### src/rtl/bfs_pkg.sv
package bfs_pkg;
  localparam int FC_W = 3;
  localparam int SZ_W = 2;

  // bit positions inside the packed status word
  localparam int POS_FC = 0;
  localparam int POS_SZ = POS_FC + FC_W;
  localparam int POS_LG = POS_SZ + SZ_W;
  localparam int POS_RW = POS_LG + 1;
  localparam int POS_IN = POS_RW + 1;
  localparam int POS_RR = POS_IN + 1;
  localparam int USED_W = POS_RR + 1;

  typedef enum logic [SZ_W-1:0] {
    SZ_LONG = 2'b00,
    SZ_BYTE = 2'b01,
    SZ_WORD = 2'b10,
    SZ_RSVD = 2'b11
  } size_e;

  typedef struct packed {
    logic            rr;
    logic            in;
    logic            rw;
    logic            lg;
    logic [SZ_W-1:0] sz;
    logic [FC_W-1:0] fc;
  } fault_rec_t;
endpackage

### src/rtl/bfs_capture.sv
module bfs_capture
  import bfs_pkg::*;
(
  input  logic            clk,
  input  logic            rst_n,
  input  logic            fault_i,
  input  logic            fetch_i,
  input  logic            read_i,
  input  logic [SZ_W-1:0] op_size_i,
  input  logic            half_done_i,
  input  logic [FC_W-1:0] fc_i,
  input  logic            rerun_i,
  output fault_rec_t      rec_o
);
  fault_rec_t rec_q, rec_d, rec_new;

  always_comb begin
    rec_new.rr = rerun_i;
    rec_new.in = fetch_i;
    rec_new.rw = fetch_i | read_i;
    rec_new.lg = (op_size_i == SZ_LONG);
    if ((op_size_i == SZ_LONG) && half_done_i)
      rec_new.sz = SZ_WORD;
    else
      rec_new.sz = op_size_i;
    rec_new.fc = fc_i;
  end

  always_comb begin
    rec_d = rec_q;
    if (fault_i) rec_d = rec_new;
  end

  always_ff @(posedge clk or negedge rst_n) begin
    if (!rst_n) rec_q <= '0;
    else        rec_q <= rec_d;
  end

  assign rec_o = rec_q;
endmodule

### src/rtl/bfs_pack.sv
module bfs_pack
  import bfs_pkg::*;
#(
  parameter int WORD_W = 16
) (
  input  fault_rec_t        rec_i,
  output logic [WORD_W-1:0] word_o
);
  localparam int PAD_W = WORD_W - USED_W;

  generate
    if (PAD_W > 0) begin : g_pad
      assign word_o = {{PAD_W{1'b0}}, rec_i};
    end else begin : g_nopad
      assign word_o = rec_i;
    end
  endgenerate
endmodule

### src/rtl/bfs_restore.sv
module bfs_restore
  import bfs_pkg::*;
#(
  parameter int WORD_W = 16
) (
  input  logic              clk,
  input  logic              rst_n,
  input  logic              unstack_i,
  input  logic              fault_i,
  input  logic [WORD_W-1:0] popped_i,
  output logic              valid_o,
  output logic              rw_o,
  output logic [SZ_W-1:0]   size_o,
  output logic [FC_W-1:0]   fc_o
);
  logic            load;
  logic            valid_q, valid_d;
  logic            rw_q, rw_d;
  logic [SZ_W-1:0] sz_q, sz_d;
  logic [FC_W-1:0] fc_q, fc_d;

  // a fault on the same edge wins over a restore request
  assign load = unstack_i & popped_i[POS_RR] & ~fault_i;

  always_comb begin
    valid_d = load;
    rw_d    = rw_q;
    sz_d    = sz_q;
    fc_d    = fc_q;
    if (load) begin
      rw_d = popped_i[POS_RW];
      sz_d = popped_i[POS_SZ +: SZ_W];
      fc_d = popped_i[POS_FC +: FC_W];
    end
  end

  always_ff @(posedge clk or negedge rst_n) begin
    if (!rst_n) begin
      valid_q <= 1'b0;
      rw_q    <= 1'b0;
      sz_q    <= '0;
      fc_q    <= '0;
    end else begin
      valid_q <= valid_d;
      rw_q    <= rw_d;
      sz_q    <= sz_d;
      fc_q    <= fc_d;
    end
  end

  assign valid_o = valid_q;
  assign rw_o    = rw_q;
  assign size_o  = sz_q;
  assign fc_o    = fc_q;
endmodule

### src/rtl/bus_fault_status.sv
module bus_fault_status
  import bfs_pkg::*;
#(
  parameter int WORD_W = 16
) (
  input  logic              clk,
  input  logic              rst_n,
  input  logic              fault_i,
  input  logic              fetch_i,
  input  logic              read_i,
  input  logic [SZ_W-1:0]   op_size_i,
  input  logic              half_done_i,
  input  logic [FC_W-1:0]   fc_i,
  input  logic              rerun_i,
  output logic [WORD_W-1:0] status_o,
  input  logic              unstack_i,
  input  logic [WORD_W-1:0] popped_i,
  output logic              rst_valid_o,
  output logic              rst_rw_o,
  output logic [SZ_W-1:0]   rst_size_o,
  output logic [FC_W-1:0]   rst_fc_o
);
  fault_rec_t rec;

  bfs_capture u_capture (
    .clk         (clk),
    .rst_n       (rst_n),
    .fault_i     (fault_i),
    .fetch_i     (fetch_i),
    .read_i      (read_i),
    .op_size_i   (op_size_i),
    .half_done_i (half_done_i),
    .fc_i        (fc_i),
    .rerun_i     (rerun_i),
    .rec_o       (rec)
  );

  bfs_pack #(.WORD_W(WORD_W)) u_pack (
    .rec_i  (rec),
    .word_o (status_o)
  );

  bfs_restore #(.WORD_W(WORD_W)) u_restore (
    .clk       (clk),
    .rst_n     (rst_n),
    .unstack_i (unstack_i),
    .fault_i   (fault_i),
    .popped_i  (popped_i),
    .valid_o   (rst_valid_o),
    .rw_o      (rst_rw_o),
    .size_o    (rst_size_o),
    .fc_o      (rst_fc_o)
  );
endmodule

### config.mk
export PLATFORM = sky130hd
export DESIGN_NAME = bus_fault_status
export DESIGN_NICKNAME = d
export VERILOG_FILES = /design/src/rtl/bfs_pkg.sv /design/src/rtl/bfs_capture.sv /design/src/rtl/bfs_pack.sv /design/src/rtl/bfs_restore.sv /design/src/rtl/bus_fault_status.sv
export SDC_FILE = /design/constraint.sdc
export NUM_CORES = 1
export LEC_CHECK = 0
export ABC_AREA = 1
export BUFFER_PORTS_ARGS = -buffer_cell sky130_fd_sc_hd__buf_2
export CAP_MARGIN = 30
export CORE_ASPECT_RATIO = 1.2
export CORE_MARGIN = 2
export CORE_UTILIZATION = 40
export CTS_BUF_LIST = sky130_fd_sc_hd__clkbuf_2
export DETAILED_ROUTE_END_ITERATION = 8
export GPL_TIMING_DRIVEN = 0
export PLACE_DENSITY = 0.85
export RECOVER_POWER = 50
export SYNTH_ARGS = -nofsm -noshare
export SYNTH_HDL_FRONTEND = slang
export SYNTH_SLANG_ARGS = --single-unit
### constraint.sdc
create_clock -name clk -period 0.8 [get_ports clk]
set_clock_uncertainty 0.15 [all_clocks]
set_input_delay 0.04 -clock clk [delete_from_list [all_inputs] [get_ports clk]]
set_output_delay 0.04 -clock clk [all_outputs]
set_load 0.02 [all_outputs]
==> impl_metrics.tcl <==
set metrics [dict create \
    synth_top_area_share_pct 57.8 \
    crit_slowest_cell "dfrtp_2" \
    fin_tns_setup_ns -4.04 \
    grt_pass1_wl_um 2820 \
    ctsHtreeMaxLevel 1 \
    path_delay_family "flip-flops" \
    grt_pass1_vias 631 \
    grt_max_degree 17 \
    synth_seq_cells 16 \
    io_pins 52 \
    violations "hold timing, setup timing" \
    die_width_um 42 \
    cts_root_buf "clkbuf_2" \
    criticalPathCategory "reg2out" \
    gr-total-overflow 0 \
    seq_area_frac_synth_pct 57.8 \
    wl_per_cell_um 12.0 \
    cellInternalPower_uw 1380 \
    hold_ws_ns -0.202 \
    final_net_count 164 \
    power_frac_comb_pct 32.4 \
    clk_path_buf_depth 2 \
    powerDensity_nw_per_um2 1680 \
    p_seq_share_pct 48.7 \
    netSwitchingFraction_pct 31.2 \
    fin_crit_ns 1.05 \
    cp_num_buf_inv 1 \
    finalSetupViolations 23 \
    p_switching_uw 628 \
    setup_ws_ns -0.254 \
    cp-start-kind "flip-flop" \
    num_rows 16 \
    status "complete, but fails checks" \
    num_vias 694 \
    ys_warn_count 0 \
    numCtsBuffers 3 \
    drive_gt1_share_pct 50.0 \
    syn_area_per_cell_um2 9.24 \
    syn-cell-area_um2 693 \
    dp_cells 133 \
    worst-endpoint-arrival_ns 0.86 \
    cp.required_ns 0.61 \
    vias_per_cell 4.57 \
    synthCells 75 \
    yosys.cell_types.count 12 \
    cap_violations 0 \
    yosys-top-cells-area "dfrtp_1 58%, nand2_1 18%, buf_4 7.6%" \
    path_cells "buf_6" \
    slowest_delay_ns 0.45 \
    fmax_mhz 949 \
    postLayoutCellArea_um2 1200 \
    first_pass_iters 4 \
    rsz0062_at_grt "true" \
    gp_congestion 0.740 \
    grt_usage_pct 18.6 \
    fillers 119 \
    hold_viol_final 15 \
    core_area_um2 1620 \
    cts_sinks 16 \
    cts_tree "yes" \
    io_buffers 34 \
    cp-end-kind "primary output" \
    peakVddDrop_mv 0.946 \
    grt_antenna_before_repair 0 \
    drt_wl_total_um 1820 \
    insertion_delay_ns 0.28 \
    die_area_um2 2080 \
    antenna_cells 0 \
    total_power_uw 2010 \
    syn_to_final_growth_pct 72.6 \
    clkPwrFrac_pct 18.9 \
    maxSlewViolCount 0 \
    instances_no_fill 152 \
    worst-path-max-fanout 2 \
    die_y_um 49.6 \
    dpl_cell_area_um2 927 \
    dp_hpwl_um 1170 \
    synth_top_area_cell "dfrtp_1" \
    timing.final.crit_share_pct 132 \
    drc_errors 0 \
    clkTransAtPathRegs_ns 0.16 \
    first_iter_violations 14 \
    antenna_left 0 \
    start_util_pct 42.7 \
    hold_class "in2reg" \
    p_leak_uw 0.000643 \
]
-- cells in the final DEF (no fill, tap or decap) --
master and n:
nand2_1 33, nand4_1 6, inv_6 1, nor2_2 1
clkbuf_2 5, a21oi_1 1, o21ai_1 2, nand2_2 1
buf_6 19, inv_1 2, dlygate4sd3_1 13, buf_2 17
buf_4 8, dfrtp_1 1, nor2_1 1, nand3_1 1
conb_1 7, dfrtp_2 15
-- registers in the layout (all words and copies together), names as in the netlist --
signal and count:
u_restore.fc_o 3, u_restore.rw_o 1, u_restore.size_o 2, u_capture.rec_o 9
u_restore.valid_o 1
-- cells by family (layout without fill, tap and decap cells) --
group                  Yosys count  count (layout)  synth area share (%)
AO/OA/AOI/OAI                    3               3                  2.17
AND/OR/NAND/NOR                 43              43                  26.4
flip-flops                      16              16                  57.8
other                            1               7                 0.541
buffers and inverters           12              65                  13.2
-- layer usage --
metal / GRT usage (%) / vias up / share of wire (%)
met1: 20.0 / 319 / 37
met2: 33.1 / 31 / 56
li1: - / 342 / -
met5: 0 / - / 0
met4: 9.68 / 0 / 1.2
met3: 4.76 / 2 / 5.3
-- synthesized netlist by cell type --
master    n
nand2_1  34
dfrtp_1  16
buf_4     7
nand4_1   6
buf_6     2
inv_1     2
nor2_1    2
o21ai_0   2
a21oi_1   1
conb_1    1
inv_6     1
nand3_2   1
-- timing repair --
item,4_1_cts,5_1_grt
gates resized for setup,33,4
gates cloned,0,0
buffers inserted,0,2
hold buffers,13,1
pin swaps,0,1
endpoints found under the setup margin,17,29
hold endpoints to repair,32,16
-- final timing paths --
path,to,cells after the start,start,slack [ns]
max,status_o[8],1,u_capture.rec_o[8]$_DFFE_PN0P_,-0.25
min,u_capture.rec_o[6]$_DFFE_PN0P_,3,read_i,-0.20
max reg2reg,u_restore.fc_o[2]$_DFFE_PN0P_,3,u_restore.fc_o[2]$_DFFE_PN0P_,-0.10
min reg2reg,u_capture.rec_o[1]$_DFFE_PN0P_,2,u_capture.rec_o[1]$_DFFE_PN0P_,0.36
max in group asynchronous,u_restore.size_o[0]$_DFFE_PN0P_,2,rst_n,0.16
min in group asynchronous,u_restore.fc_o[2]$_DFFE_PN0P_,2,rst_n,0.03
-- final cells by class --
type | count | area [µm²] | area share [%]
plain buffers | 9 | 75.1 | 6.28
flip-flops and latches | 16 | 419 | 35.0
multi-input cells | 53 | 224 | 18.7
inverters | 3 | 16.3 | 1.36
well taps | 18 | 22.5 | 1.88
clock buffers | 4 | 20.0 | 1.67
repair buffers | 49 | 419 | 35.0
-- power groups by stage --
stage	registers [µW]	logic, µW	clock network, µW
6_report	980	653	380
5_1_grt	992	702	419
4_1_cts	979	618	382
3_5_place_dp	971	464	0
3_3_place_gp	966	450	0
2_1_floorplan	1090	158	0
-- stage by stage --
step / hold slack, ns / utilization [%] / worst slack (ns)
after floorplan: -0.406 / - / -0.0336
after global placement: -0.190 / 57.2 / 0.0179
after detailed placement: -0.180 / 57.2 / -0.0132
after CTS: -0.201 / 72.6 / -0.261
after global routing: -0.205 / 73.8 / -0.304
final: -0.202 / 73.8 / -0.254
(Power assumes the default switching activity.)
